===== src/rtl/mc_ctrl_pkg.sv =====
package mc_ctrl_pkg;

  localparam int OPC_W = 6;

  localparam logic [OPC_W-1:0] OPC_RTYPE  = 6'b000000;
  localparam logic [OPC_W-1:0] OPC_LOAD   = 6'b100011;
  localparam logic [OPC_W-1:0] OPC_STORE  = 6'b101011;
  localparam logic [OPC_W-1:0] OPC_BRANCH = 6'b000100;
  localparam logic [OPC_W-1:0] OPC_JUMP   = 6'b000010;

  // ALU B operand selector
  localparam logic [1:0] BSEL_REG  = 2'b00;
  localparam logic [1:0] BSEL_FOUR = 2'b01;
  localparam logic [1:0] BSEL_IMM  = 2'b10;
  localparam logic [1:0] BSEL_IMM4 = 2'b11;

  // ALU operation
  localparam logic [1:0] AOP_ADD   = 2'b00;
  localparam logic [1:0] AOP_SUB   = 2'b01;
  localparam logic [1:0] AOP_FUNCT = 2'b10;

  // PC source selector
  localparam logic [1:0] PSRC_ALU  = 2'b00;
  localparam logic [1:0] PSRC_OUT  = 2'b01;
  localparam logic [1:0] PSRC_JMP  = 2'b10;
  localparam logic [1:0] PSRC_VEC  = 2'b11;

  typedef enum logic [3:0] {
    ST_FETCH,
    ST_DECODE,
    ST_ADDR_LD,
    ST_ADDR_ST,
    ST_MEM_RD,
    ST_LD_WB,
    ST_MEM_WR,
    ST_R_EXEC,
    ST_R_WB,
    ST_BRANCH,
    ST_JUMP,
    ST_EXC_UND,
    ST_EXC_OVF
  } state_e;

  typedef enum logic [2:0] {
    IC_RTYPE,
    IC_LOAD,
    IC_STORE,
    IC_BRANCH,
    IC_JUMP,
    IC_UNDEF
  } iclass_e;

  typedef struct packed {
    logic       mem_rd;
    logic       mem_wr;
    logic       addr_sel;
    logic       ir_wr;
    logic       mdr_wr;
    logic       reg_wr;
    logic       reg_dst;
    logic       wb_sel;
    logic       alu_a_sel;
    logic [1:0] alu_b_sel;
    logic [1:0] alu_op;
    logic       pc_wr;
    logic       pc_wr_cond;
    logic [1:0] pc_src;
    logic       epc_wr;
    logic       cause_wr;
    logic       cause_code;
  } ctrl_t;

endpackage


===== src/rtl/mc_rst_sync.sv =====
module mc_rst_sync #(
  parameter int STAGES = 2
) (
  input  logic clk,
  input  logic rst_n,
  output logic rst_n_sync
);

  logic [STAGES-1:0] sync_q;

  always_ff @(posedge clk or negedge rst_n) begin
    if (!rst_n) begin
      sync_q <= '0;
    end else begin
      sync_q <= {sync_q[STAGES-2:0], 1'b1};
    end
  end

  assign rst_n_sync = sync_q[STAGES-1];

endmodule


===== src/rtl/mc_op_decode.sv =====
module mc_op_decode
  import mc_ctrl_pkg::*;
(
  input  logic [OPC_W-1:0] opcode,
  output iclass_e          iclass
);

  always_comb begin
    case (opcode)
      OPC_RTYPE:  iclass = IC_RTYPE;
      OPC_LOAD:   iclass = IC_LOAD;
      OPC_STORE:  iclass = IC_STORE;
      OPC_BRANCH: iclass = IC_BRANCH;
      OPC_JUMP:   iclass = IC_JUMP;
      default:    iclass = IC_UNDEF;
    endcase
  end

endmodule


===== src/rtl/mc_next_state.sv =====
module mc_next_state
  import mc_ctrl_pkg::*;
(
  input  state_e  state_q,
  input  iclass_e iclass,
  input  logic    alu_ovf,
  output state_e  state_d
);

  always_comb begin
    state_d = ST_FETCH;
    case (state_q)
      ST_FETCH: state_d = ST_DECODE;
      ST_DECODE: begin
        case (iclass)
          IC_RTYPE:  state_d = ST_R_EXEC;
          IC_LOAD:   state_d = ST_ADDR_LD;
          IC_STORE:  state_d = ST_ADDR_ST;
          IC_BRANCH: state_d = ST_BRANCH;
          IC_JUMP:   state_d = ST_JUMP;
          default:   state_d = ST_EXC_UND;
        endcase
      end
      ST_ADDR_LD: state_d = ST_MEM_RD;
      ST_ADDR_ST: state_d = ST_MEM_WR;
      ST_MEM_RD:  state_d = ST_LD_WB;
      ST_R_EXEC:  state_d = alu_ovf ? ST_EXC_OVF : ST_R_WB;
      default:    state_d = ST_FETCH;
    endcase
  end

endmodule


===== src/rtl/mc_ctrl_word.sv =====
module mc_ctrl_word
  import mc_ctrl_pkg::*;
(
  input  state_e state_q,
  output ctrl_t  cw
);

  always_comb begin
    cw = '0;
    case (state_q)
      ST_FETCH: begin
        cw.mem_rd    = 1'b1;
        cw.ir_wr     = 1'b1;
        cw.alu_b_sel = BSEL_FOUR;
        cw.alu_op    = AOP_ADD;
        cw.pc_wr     = 1'b1;
        cw.pc_src    = PSRC_ALU;
      end
      ST_DECODE: begin
        cw.alu_b_sel = BSEL_IMM4;
        cw.alu_op    = AOP_ADD;
      end
      ST_ADDR_LD, ST_ADDR_ST: begin
        cw.alu_a_sel = 1'b1;
        cw.alu_b_sel = BSEL_IMM;
        cw.alu_op    = AOP_ADD;
      end
      ST_MEM_RD: begin
        cw.mem_rd   = 1'b1;
        cw.addr_sel = 1'b1;
        cw.mdr_wr   = 1'b1;
      end
      ST_LD_WB: begin
        cw.reg_wr  = 1'b1;
        cw.wb_sel  = 1'b1;
      end
      ST_MEM_WR: begin
        cw.mem_wr   = 1'b1;
        cw.addr_sel = 1'b1;
      end
      ST_R_EXEC: begin
        cw.alu_a_sel = 1'b1;
        cw.alu_b_sel = BSEL_REG;
        cw.alu_op    = AOP_FUNCT;
      end
      ST_R_WB: begin
        cw.reg_wr  = 1'b1;
        cw.reg_dst = 1'b1;
      end
      ST_BRANCH: begin
        cw.alu_a_sel  = 1'b1;
        cw.alu_b_sel  = BSEL_REG;
        cw.alu_op     = AOP_SUB;
        cw.pc_wr_cond = 1'b1;
        cw.pc_src     = PSRC_OUT;
      end
      ST_JUMP: begin
        cw.pc_wr  = 1'b1;
        cw.pc_src = PSRC_JMP;
      end
      ST_EXC_UND, ST_EXC_OVF: begin
        cw.alu_b_sel  = BSEL_FOUR;
        cw.alu_op     = AOP_SUB;
        cw.pc_wr      = 1'b1;
        cw.pc_src     = PSRC_VEC;
        cw.epc_wr     = 1'b1;
        cw.cause_wr   = 1'b1;
        cw.cause_code = (state_q == ST_EXC_OVF);
      end
      default: cw = '0;
    endcase
  end

endmodule


===== src/rtl/mc_ctrl.sv =====
module mc_ctrl
  import mc_ctrl_pkg::*;
#(
  parameter int SYNC_STAGES = 2
) (
  input  logic             clk,
  input  logic             rst_n,
  input  logic [OPC_W-1:0] opcode,
  input  logic             alu_ovf,
  output logic             mem_rd,
  output logic             mem_wr,
  output logic             addr_sel,
  output logic             ir_wr,
  output logic             mdr_wr,
  output logic             reg_wr,
  output logic             reg_dst,
  output logic             wb_sel,
  output logic             alu_a_sel,
  output logic [1:0]       alu_b_sel,
  output logic [1:0]       alu_op,
  output logic             pc_wr,
  output logic             pc_wr_cond,
  output logic [1:0]       pc_src,
  output logic             epc_wr,
  output logic             cause_wr,
  output logic             cause_code
);

  logic    rst_n_sync;
  state_e  state_q;
  state_e  state_d;
  iclass_e iclass;
  ctrl_t   cw;

  mc_rst_sync #(.STAGES(SYNC_STAGES)) u_rst_sync (
    .clk        (clk),
    .rst_n      (rst_n),
    .rst_n_sync (rst_n_sync)
  );

  mc_op_decode u_op_decode (
    .opcode (opcode),
    .iclass (iclass)
  );

  mc_next_state u_next_state (
    .state_q (state_q),
    .iclass  (iclass),
    .alu_ovf (alu_ovf),
    .state_d (state_d)
  );

  always_ff @(posedge clk or negedge rst_n_sync) begin
    if (!rst_n_sync) begin
      state_q <= ST_FETCH;
    end else begin
      state_q <= state_d;
    end
  end

  mc_ctrl_word u_ctrl_word (
    .state_q (state_q),
    .cw      (cw)
  );

  assign mem_rd     = cw.mem_rd;
  assign mem_wr     = cw.mem_wr;
  assign addr_sel   = cw.addr_sel;
  assign ir_wr      = cw.ir_wr;
  assign mdr_wr     = cw.mdr_wr;
  assign reg_wr     = cw.reg_wr;
  assign reg_dst    = cw.reg_dst;
  assign wb_sel     = cw.wb_sel;
  assign alu_a_sel  = cw.alu_a_sel;
  assign alu_b_sel  = cw.alu_b_sel;
  assign alu_op     = cw.alu_op;
  assign pc_wr      = cw.pc_wr;
  assign pc_wr_cond = cw.pc_wr_cond;
  assign pc_src     = cw.pc_src;
  assign epc_wr     = cw.epc_wr;
  assign cause_wr   = cw.cause_wr;
  assign cause_code = cw.cause_code;

endmodule


===== config.mk =====
export PLATFORM = sky130hd
export DESIGN_NAME = mc_ctrl
export DESIGN_NICKNAME = d
export VERILOG_FILES = /design/src/rtl/mc_ctrl_pkg.sv /design/src/rtl/mc_rst_sync.sv /design/src/rtl/mc_op_decode.sv /design/src/rtl/mc_next_state.sv /design/src/rtl/mc_ctrl_word.sv /design/src/rtl/mc_ctrl.sv
export SDC_FILE = /design/constraint.sdc
export NUM_CORES = 1
export LEC_CHECK = 0
export CORE_UTILIZATION = 40
export DETAILED_ROUTE_END_ITERATION = 10
export MAX_ROUTING_LAYER = met4
export PLACE_DENSITY_LB_ADDON = 0.3
export SKIP_CTS_REPAIR_TIMING = 1
export SYNTH_ARGS = -nofsm -noshare
export SYNTH_HDL_FRONTEND = slang
export SYNTH_SLANG_ARGS = --single-unit

===== constraint.sdc =====
create_clock -name clk -period 3.8 [get_ports clk]
set_input_delay 0.76 -clock clk [delete_from_list [all_inputs] [get_ports clk]]
set_output_delay 0.76 -clock clk [all_outputs]
set_load 0.03 [all_outputs]

# Yosys cells after proc, flatten, opt, wreduce, memory -nomap -nowiden
# Cells that the tools add are included.
# W data, S select, Z words.
[totals]
in_bits = 9
output_inout_bits = 20
reg_bits = 6
elab_cells = 50
[op_classes]
n_mux = 18
n_reduce_logical = 10
eq_ne = 20
[ops]
columns = ["cell", "n"]
rows = [
  ["$pmux W4 S6", 2],
  ["$eq A4 B4 Y1 const B", 5],
  ["$pmux W4 S5", 1],
  ["$eq A4 B3 Y1 const B", 4],
  ["$pmux W3 S5", 1],
  ["$eq A6 B6 Y1 const B", 2],
  ["$mux W1", 11],
  ["$reduce_or A2 Y1", 5],
  ["$eq A4 B2 Y1 const B", 2],
  ["$reduce_or A4 Y1", 2],
  ["$eq A3 B2 Y1 const B", 2],
  ["$eq A6 B2 Y1 const B", 1],
  ["$eq A6 B3 Y1 const B", 1],
  ["$logic_not A6 Y1", 1],
  ["$mux W3", 2],
  ["$pmux W2 S3", 1],
  ["$eq A4 B1 Y1 const B", 1],
  ["$logic_not A4 Y1", 1],
  ["$eq A3 B1 Y1 const B", 1],
  ["$eq A3 B3 Y1 const B", 1],
  ["$logic_not A3 Y1", 1],
]

# Depth between registers and ports, before layout
# Gate-level depths: netlist of the first run.
[logic_depth]
depth_word = 5
mapped_depth = 5
mapped_depth_nobuf = 3

# Hierarchy
# A second synthesis of the first run with hierarchy kept.
[unflattened]
cells_unflattened = 74
hier_area_um2 = 623.1
[modules_own_cells]
columns = ["module", "n_inst", "cells_per_inst", "seq_area_each_um2", "area_each_um2"]
rows = [
  ["mc_ctrl_word", 1, 41, 0.0, 300.3],
  ["mc_next_state", 1, 17, 0.0, 102.6],
  ["mc_ctrl", 1, 4, 100.1, 100.1],
  ["mc_op_decode", 1, 9, 0.0, 66.3],
  ["mc_rst_sync", 1, 3, 50.0, 53.8],
]

# Least setup slack after synthesis of the first run
# OpenSTA, ideal clock, no wires.
[synth_path]
kind = "register to output"
start = "register state_q[1]"
end = "output epc_wr"
arrival_time_ns = 1.601
path_buffers = 3
required_time_ns = 3.040
stages_incl_launch_ff = 6
slack_ns = 1.439
cell_sequence = "dfrtp_1 buf_2 clkbuf_1 a21oi_1 nor2_1 buf_4"
[synth_via]
elab_chain_cells = 3
word_cells_on_any_way = 4
classes_between = "eq/ne (2); mux (1); reduce/logical (1)"
[synth_lines]
columns = ["element", "line_no", "rtl"]
rows = [
  ["from (decl)", "mc_ctrl.sv:30", "state_e state_q;"],
  ["from (signal assigned)", "mc_ctrl.sv:57", "state_q <= state_d;"],
  ["$eq A4 B4 Y1", "mc_ctrl_word.sv:10", "case (state_q)"],
  ["$reduce_or A2 Y1 *", "-", ""],
  ["$mux W3 *", "mc_ctrl_word.sv:10", ""],
  ["to (decl)", "mc_ctrl.sv:24", "output logic epc_wr,"],
]
# Mark *: on every way between the ends. The rest lies on a longest branch, timed or not.

# Worst setup path in the final report of the first run
[layout_path]
start = "register state_q[1]"
end = "output pc_wr"
[layout_via]
elab_chain_cells = 3
word_cells_on_any_way = 6
classes_between = "eq/ne (3); mux (1); reduce/logical (2)"
[layout_lines]
columns = ["element", "line_no", "rtl"]
rows = [
  ["$eq A4 B4 Y1 or $logic_not A4 Y1 (tied branches)", "mc_ctrl_word.sv:10", ""],
  ["$reduce_or A4 Y1 (no line) *", "-", ""],
  ["$mux W1 *", "mc_ctrl_word.sv:10", ""],
  ["to (decl)", "mc_ctrl.sv:21", "output logic pc_wr,"],
]
# Marks and branches as above.

==> out/qor.log, run 1 <==
[finish] Final Net Count 109
[timing] crit path setup slack, layout 811.4 ps
[synthesis] Async S/R FF share, synth 100.0%
[detailed_routing] aggregate routed wire length 1284 um
[clock_tree] CTS Buffer Depth 2
[global_route] global-route wire length before repair 2021 um
[timing] total negative setup slack 0 ps
[pwr] Internal Power 0.3509 mW
[synthesis] Syn. warnings 0
[synthesis] Avg Synthesized Cell Area 7.541 sq um
[pwr] Power Total 0.7360 mW
[synthesis] number of instances in the synthesized netlist 73
[floorplan] Core Region 0.001285 sq mm
[worst_setup_path] data arrival time of the critical path 2230 ps
[global_route] vias in the first global route 486
[clock_tree] clock root buffer sky130_fd_sc_hd__clkbuf_4
[worst_setup_path] crit path cell chain or2_2 -> o31ai_1 -> clkdlybuf4s50_1
[worst_setup_path] reg-to-reg slack, setup 2410 ps
[floorplan] effective utilization at floorplan 42.84%
[detailed_routing] number of detailed-routing iterations run before antenna repair 4
[timing] Worst slew margin 56.95%
[clock_tree] number of buffers added by the clock tree synthesis step 3
[finish] Sequential cell area 150.1 sq um
[worst_setup_path] peak fanout along the critical path 21
[min_path] path type of the worst min-delay path register to asynchronous set/reset pin
[pwr] sequential share of power 21.3%
[job] Max Cap Violations 0
[synthesis] combined area of all synthesized cells 550.5 sq um
[worst_setup_path] crit path from state_q[1]
[timing] Final min period 2989 ps
[global_route] leftover overflow at the end of global routing 0
[worst_setup_path] Largest stage delay, worst path 700 ps
[place] Routability Congestion 0.7386
[clock_tree] H-tree levels 1
[detailed_routing] DRC violation total after the first TritonRoute iteration 18
[timing] final hold violation count 0
[global_route] antenna violations before repair 0
[finish] number of antenna cells inserted 0
[worst_setup_path] Setup crit start kind register
[finish] share of post-route cells with drive strength above 1 10.20%
[floorplan] Die Y-Extent 39.10 um
[timing] worst clock skew 2.442 ps
[place] placement-stage worst setup slack 1083 ps
[timing] hold_ws 59.92 ps
[floorplan] die footprint 0.001529 sq mm
[timing] number of pins exceeding their max-slew limit in the final report 0
[detailed_routing] average via count per standard cell 5.301
[synthesis] share of the synthesized area in the top cell type 27.27%
[global_route] total global-route track usage 19.11%
[pwr] fraction of power spent switching nets 52.33%
[detailed_routing] # DRC 0
[clock_tree] clock transition at the register clock pins on the worst setup and hold paths after CTS 50 ps
[clock_tree] sinks on the clock net 6
[pwr] Switching Power 0.3851 mW
[timing] portion of the clock cycle consumed by the worst path in the final layout 78.65%
[floorplan] die extent in x 39.10 um
[timing] slew of the pin with the lowest slew margin 645.7 ps
[pwr] leakage power 0.3330 nW
[timing] Final setup viols 0
[pwr] clock share of power 8.0%
[timing] fmax 334.6 MHz
[synthesis] top post-synthesis cells by area sky130_fd_sc_hd__dfrtp_1 (27%), sky130_fd_sc_hd__nor2_1 (10%), sky130_fd_sc_hd__a21oi_1 (4.5%)
[finish] area of combinational cells with multiple inputs 366.6 sq um
[worst_setup_path] worst reg2reg startpoint state_q[0]
[synthesis] Synth cell types 34
[place] hpwl dp 987.5 um
[finish] number of fillers in the final layout 114
[synthesis] most frequently used flop master after synthesis sky130_fd_sc_hd__dfrtp_1
[pwr] Gate power share 70.7%
[floorplan] number of rows in the core area 13
[detailed_routing] Detail Route Antenna Nets 0
[synthesis] flip-flop and latch count after synthesis 6
[detailed_routing] WL/cell 11.36 um
[place] dpl cells 110
[finish] count of non-filler cells in the finished layout 113
[worst_setup_path] dominant delay contributor by cell family on the critical path buffers and inverters
[worst_setup_path] Crit Path Category register to output port
[clock_tree] clock tree from TritonCTS yes
[detailed_routing] total number of vias 599
[worst_setup_path] CP endpoint kind output port
[place] input/output buffers 28
[status] outcome complete, no violations
[finish] Synth-to-Final Area Change 52.95%
[synthesis] cell type with the highest aggregate area in the netlist sky130_fd_sc_hd__dfrtp_1
[timing] setup repair after global routing missed its margin false
[synthesis] syn_nets 82
[pwr] largest voltage drop on the vdd net 0.0004153 V
[worst_setup_path] cell with the biggest individual delay on the critical path sky130_fd_sc_hd__clkdlybuf4s50_1
[synthesis] sequential share of the synthesized area 27.27%
[synthesis] number of enable-type register cells in the synthesized netlist 0
[global_route] largest net degree at the start of global routing 22
[worst_setup_path] worst path required time 3040 ps
[clock_tree] clock latency on the worst-skew pair 240 ps
[floorplan] number of top-level pins 29
[pwr] power per standard cell area 874.1 mW/mm^2
[worst_setup_path] Buf/Inv on CP 1
==> power groups by stage <==
stage | clock network (mW) | registers [mW] | logic, mW
4_1_cts | 0.0612 | 0.156 | 0.522
3_3_place_gp | 0 | 0.153 | 0.511
3_5_place_dp | 0 | 0.158 | 0.520
6_report | 0.0587 | 0.157 | 0.520
5_1_grt | 0.0632 | 0.165 | 0.556
2_1_floorplan | 0 | 0.0998 | 0.393
==> placed cells by master, fill, tap and decap left out <==
cell type | Yosys | layout
sky130_fd_sc_hd__a211oi_1 | 1 | 1
sky130_fd_sc_hd__a21bo_2 | 1 | 1
sky130_fd_sc_hd__a21o_1 | 1 | 1
sky130_fd_sc_hd__a21oi_1 | 5 | 5
sky130_fd_sc_hd__a21oi_2 | 1 | 1
sky130_fd_sc_hd__a22o_1 | 1 | 1
sky130_fd_sc_hd__a31o_2 | 1 | 1
sky130_fd_sc_hd__a31oi_1 | 1 | 1
sky130_fd_sc_hd__and2_1 | 1 | 1
sky130_fd_sc_hd__and3_1 | 2 | 2
sky130_fd_sc_hd__and4_1 | 1 | 1
sky130_fd_sc_hd__clkbuf_4 | 0 | 3
sky130_fd_sc_hd__clkdlybuf4s50_1 | 0 | 28
sky130_fd_sc_hd__conb_1 | 1 | 1
sky130_fd_sc_hd__dfrtp_1 | 6 | 6
sky130_fd_sc_hd__inv_1 | 1 | 1
sky130_fd_sc_hd__mux2i_1 | 1 | 1
sky130_fd_sc_hd__nand2_1 | 5 | 5
sky130_fd_sc_hd__nand2b_1 | 4 | 4
sky130_fd_sc_hd__nand3_1 | 1 | 1
sky130_fd_sc_hd__nand3b_1 | 2 | 2
sky130_fd_sc_hd__nand4b_1 | 1 | 1
sky130_fd_sc_hd__nor2_1 | 15 | 15
sky130_fd_sc_hd__nor2b_1 | 3 | 3
sky130_fd_sc_hd__nor3b_2 | 1 | 1
sky130_fd_sc_hd__nor4_1 | 1 | 1
sky130_fd_sc_hd__nor4b_1 | 1 | 1
sky130_fd_sc_hd__o211a_1 | 1 | 1
sky130_fd_sc_hd__o2bb2ai_1 | 1 | 1
sky130_fd_sc_hd__o31ai_1 | 1 | 1
sky130_fd_sc_hd__or2_2 | 2 | 2
sky130_fd_sc_hd__or4_4 | 1 | 1
sky130_fd_sc_hd__xnor2_1 | 2 | 2
==> cell usage after synthesis, drive strengths merged (2+ instances only) <==
cell type,instances
nand2b,4
a21oi,6
buf,4
nand2,5
nor2,15
and3,2
clkbuf,2
dfrtp,6
or2,2
xnor2,2
nor2b,3
nand3b,2
==> path summary, 6_finish.rpt <==
kind | end | cells after the start
worst max-delay path | pc_wr | 3
worst min-delay path | state_q[2] | 0
worst max register to register | state_q[2] | 3
worst min register to register | state_q[2] | 0
max in group asynchronous | u_rst_sync.sync_q[1] | 1
min in group clk | u_rst_sync.sync_q[1] | 0
==> flip-flops by register name, summed over array words and instances (netlist names) <==
register / count
state_q: 4
u_rst_sync.sync_q: 2
==> cell families after synthesis <==
logic type | share of synthesized area (%)
DFF | 27.27
other | 0.6812
AOI/OAI and AO/OA | 19.78
muxes | 1.818
xor gates and xnor gates | 3.182
and+or+nand+nor | 41.14
buffers and inverters | 6.136
==> cell type report <==
type	count	area share, %
Multi-Input combinational cell	60	43.54
Timing Repair Buffer	28	33.28
Sequential cell	6	17.83
Clock buffer	3	2.675
Tap cell	15	2.229
Inverter	1	0.4458
==> per-stage QoR <==
step | util, % | instance area, sq um
floorplan | - | 550.5
global placement | 63.78 | 819.5
detailed placement | 63.78 | 819.5
CTS | 65.53 | 842.1
global route | 65.53 | 842.1
finish | 65.53 | 842.1
==> per-layer routing <==
layer  wire [um]  track usage, %  vias up
met5           0               -        -
met4           0               0        0
met3          60           3.468        0
met2         660           35.83       22
met1         563           22.34      269
li1            -               -      308
No activity file was read; power rests on OpenSTA's default activity.
==> run 2, diff against run 1 <==
- CORE_UTILIZATION: 40 -> 38
- clock period: 3.8 -> 2.8 ns (I/O delays scaled with it)
==> out/qor.log, run 2 (synthesis gave the netlist of run 1 again) <==
[worst_setup_path] reg-to-reg slack, setup 1550 ps [-860 ps]
[clock_tree] CTS Buffer Depth 2 [unchanged]
[finish] final standard cell area without fillers 857.1 sq um [+1.8%]
[timing] final hold violation count 0 [unchanged]
[place] input/output buffers 28 [unchanged]
[detailed_routing] Detail Route Antenna Nets 0 [unchanged]
[worst_setup_path] data arrival time of the critical path 2060 ps [-170 ps]
[clock_tree] H-tree levels 1 [unchanged]
[pwr] largest voltage drop on the vdd net 0.0006154 V [+48%]
[place] hpwl dp 988.8 um [+0.13%]
[pwr] power per standard cell area 1179 mW/mm^2 [+35%]
[global_route] global-route wire length before repair 1856 um [-8.2%]
[finish] Synth-to-Final Area Change 55.68%
[timing] fmax 381.9 MHz
[finish] area of combinational cells with multiple inputs 366.6 sq um [unchanged]
[clock_tree] number of buffers added by the clock tree synthesis step 3 [unchanged]
[job] Max Cap Violations 0 [unchanged]
[finish] number of antenna cells inserted 0 [unchanged]
[detailed_routing] number of detailed-routing iterations run before antenna repair 2 [-2]
[worst_setup_path] Crit Path Category register to output port
[floorplan] Core Region 0.001318 sq mm [+2.5%]
[worst_setup_path] peak fanout along the critical path 10 [-52%]
[finish] max reg flops 4 [unchanged]
[floorplan] effective utilization at floorplan 41.79% [-1.1 points]
[clock_tree] clock root buffer sky130_fd_sc_hd__clkbuf_4
[timing] worst clock skew 1.838 ps [-0.6040 ps]
[worst_setup_path] Setup crit start kind register
[timing] hold_ws 61.63 ps [+1.716 ps]
[timing] Final min period 2618 ps
[finish] share of post-route cells with drive strength above 1 12.00% [+1.8 points]
[detailed_routing] aggregate routed wire length 1257 um [-2.1%]
[detailed_routing] # DRC 0 [unchanged]
[timing] Final setup viols 0 [unchanged]
[floorplan] die footprint 0.001605 sq mm [+5.0%]
[clock_tree] clock tree from TritonCTS yes
[worst_setup_path] worst path required time 2240 ps [-800 ps]
[detailed_routing] WL/cell 10.93 um [-3.8%]
[global_route] total global-route track usage 17.88% [-1.2 points]
[finish] number of fillers in the final layout 123 [+7.9%]
[global_route] vias in the first global route 437 [-10%]
[clock_tree] sinks on the clock net 6 [unchanged]
[clock_tree] clock latency on the worst-skew pair 240 ps [about the same]
[floorplan] number of rows in the core area 13 [unchanged]
[detailed_routing] total number of vias 603 [+0.67%]
[floorplan] die extent in x 40.06 um [+2.5%]
[timing] portion of the clock cycle consumed by the worst path in the final layout 93.51%
[finish] share of the core filled with cells in the final layout 65.05% [-0.48 points]
[worst_setup_path] path depth of the worst reg2reg path 3 [unchanged]
[timing] number of pins exceeding their max-slew limit in the final report 0 [unchanged]
[global_route] largest net degree at the start of global routing 17 [-23%]
[min_path] path type of the worst min-delay path register to asynchronous set/reset pin
[floorplan] Die Y-Extent 40.06 um [+2.5%]
[global_route] leftover overflow at the end of global routing 0 [unchanged]
[place] Routability Congestion 0.7803 [+5.6%]
[floorplan] number of top-level pins 29 [unchanged]
[detailed_routing] average via count per standard cell 5.243 [-1.1%]
[timing] total negative setup slack 0 ps [unchanged]
[finish] Sequential cell area 150.1 sq um [unchanged]
[worst_setup_path] CP endpoint kind output port
[clock_tree] clock transition at the register clock pins on the worst setup and hold paths after CTS 40 ps [about the same]
[finish] Final Net Count 111 [+1.8%]
[status] outcome complete, no violations
[worst_setup_path] R2R Path End state_q[2]
[timing] setup repair after global routing missed its margin false
[global_route] antenna violations before repair 0 [unchanged]
[finish] leading registers by flop count state_q x4, u_rst_sync.sync_q x2
[pwr] leakage power 0.3429 nW [+3.0%]
[place] DP Area 834.6 sq um [+1.8%]
[pwr] Power Total 1.011 mW [+37%]
[worst_setup_path] worst reg2reg startpoint state_q[2]
[finish] most used cells in the layout excluding fill and tap cells sky130_fd_sc_hd__clkdlybuf4s50_1 (28), sky130_fd_sc_hd__nor2_1 (15), sky130_fd_sc_hd__dfrtp_1 (6)
[finish] most common cell after layout, fill and taps aside sky130_fd_sc_hd__clkdlybuf4s50_1
[finish] Largest Register state_q
[detailed_routing] DRC violation total after the first TritonRoute iteration 6 [-12]
-- run 2: where the power goes --
group	leakage, nW	internal, mW	total, mW	switching (mW)
Clock	0.0138	0.0483	0.0776	0.0293
Sequential	0.0737	0.113	0.179	0.0655
Combinational	0.255	0.332	0.754	0.423
-- run 2: worst max-delay path by stage --
stage | startpoint | endpoint | slack (ps) | cells past startpoint
finish | state_q[1] | pc_wr | 180 | 3
CTS | state_q[1] | pc_wr | 180 | 3
global route | state_q[1] | pc_src[1] | 80 | 5
detailed placement | state_q[1] | pc_wr | 450 | 3
floorplan | state_q[1] | epc_wr | 640 | 5
global placement | state_q[1] | pc_wr | 430 | 3
-- run 2: through the flow --
stage / std cells / setup slack (ps)
floorplan: 73 / 638.9
global placement: 112 / 430.2
detailed placement: 112 / 446.6
CTS: 115 / 176.0
global route: 115 / 75.65
finish: 115 / 181.6
-- run 2: routing by layer --
layer	track usage, %	wire length (um)	vias to the layer above
met5	-	0	-
met4	10.34	15	0
met3	1.667	66	2
met2	30.65	630	25
met1	20.00	545	272
li1	-	-	304
-- run 2: layout make-up --
type	instances	share of cell area, %
multi-input cells	60	42.77
repair buffers	30	34.45
flip-flops and latches	6	17.52
clock buffers	3	2.628
well taps	15	2.190
inverters	1	0.4380
-- run 2: worst max-delay path: stages, from the launching register on --
cell,delay (ps)
sky130_fd_sc_hd__dfrtp_1,490
sky130_fd_sc_hd__or2_2,370
sky130_fd_sc_hd__o31ai_1,250
sky130_fd_sc_hd__clkdlybuf4s50_1,700
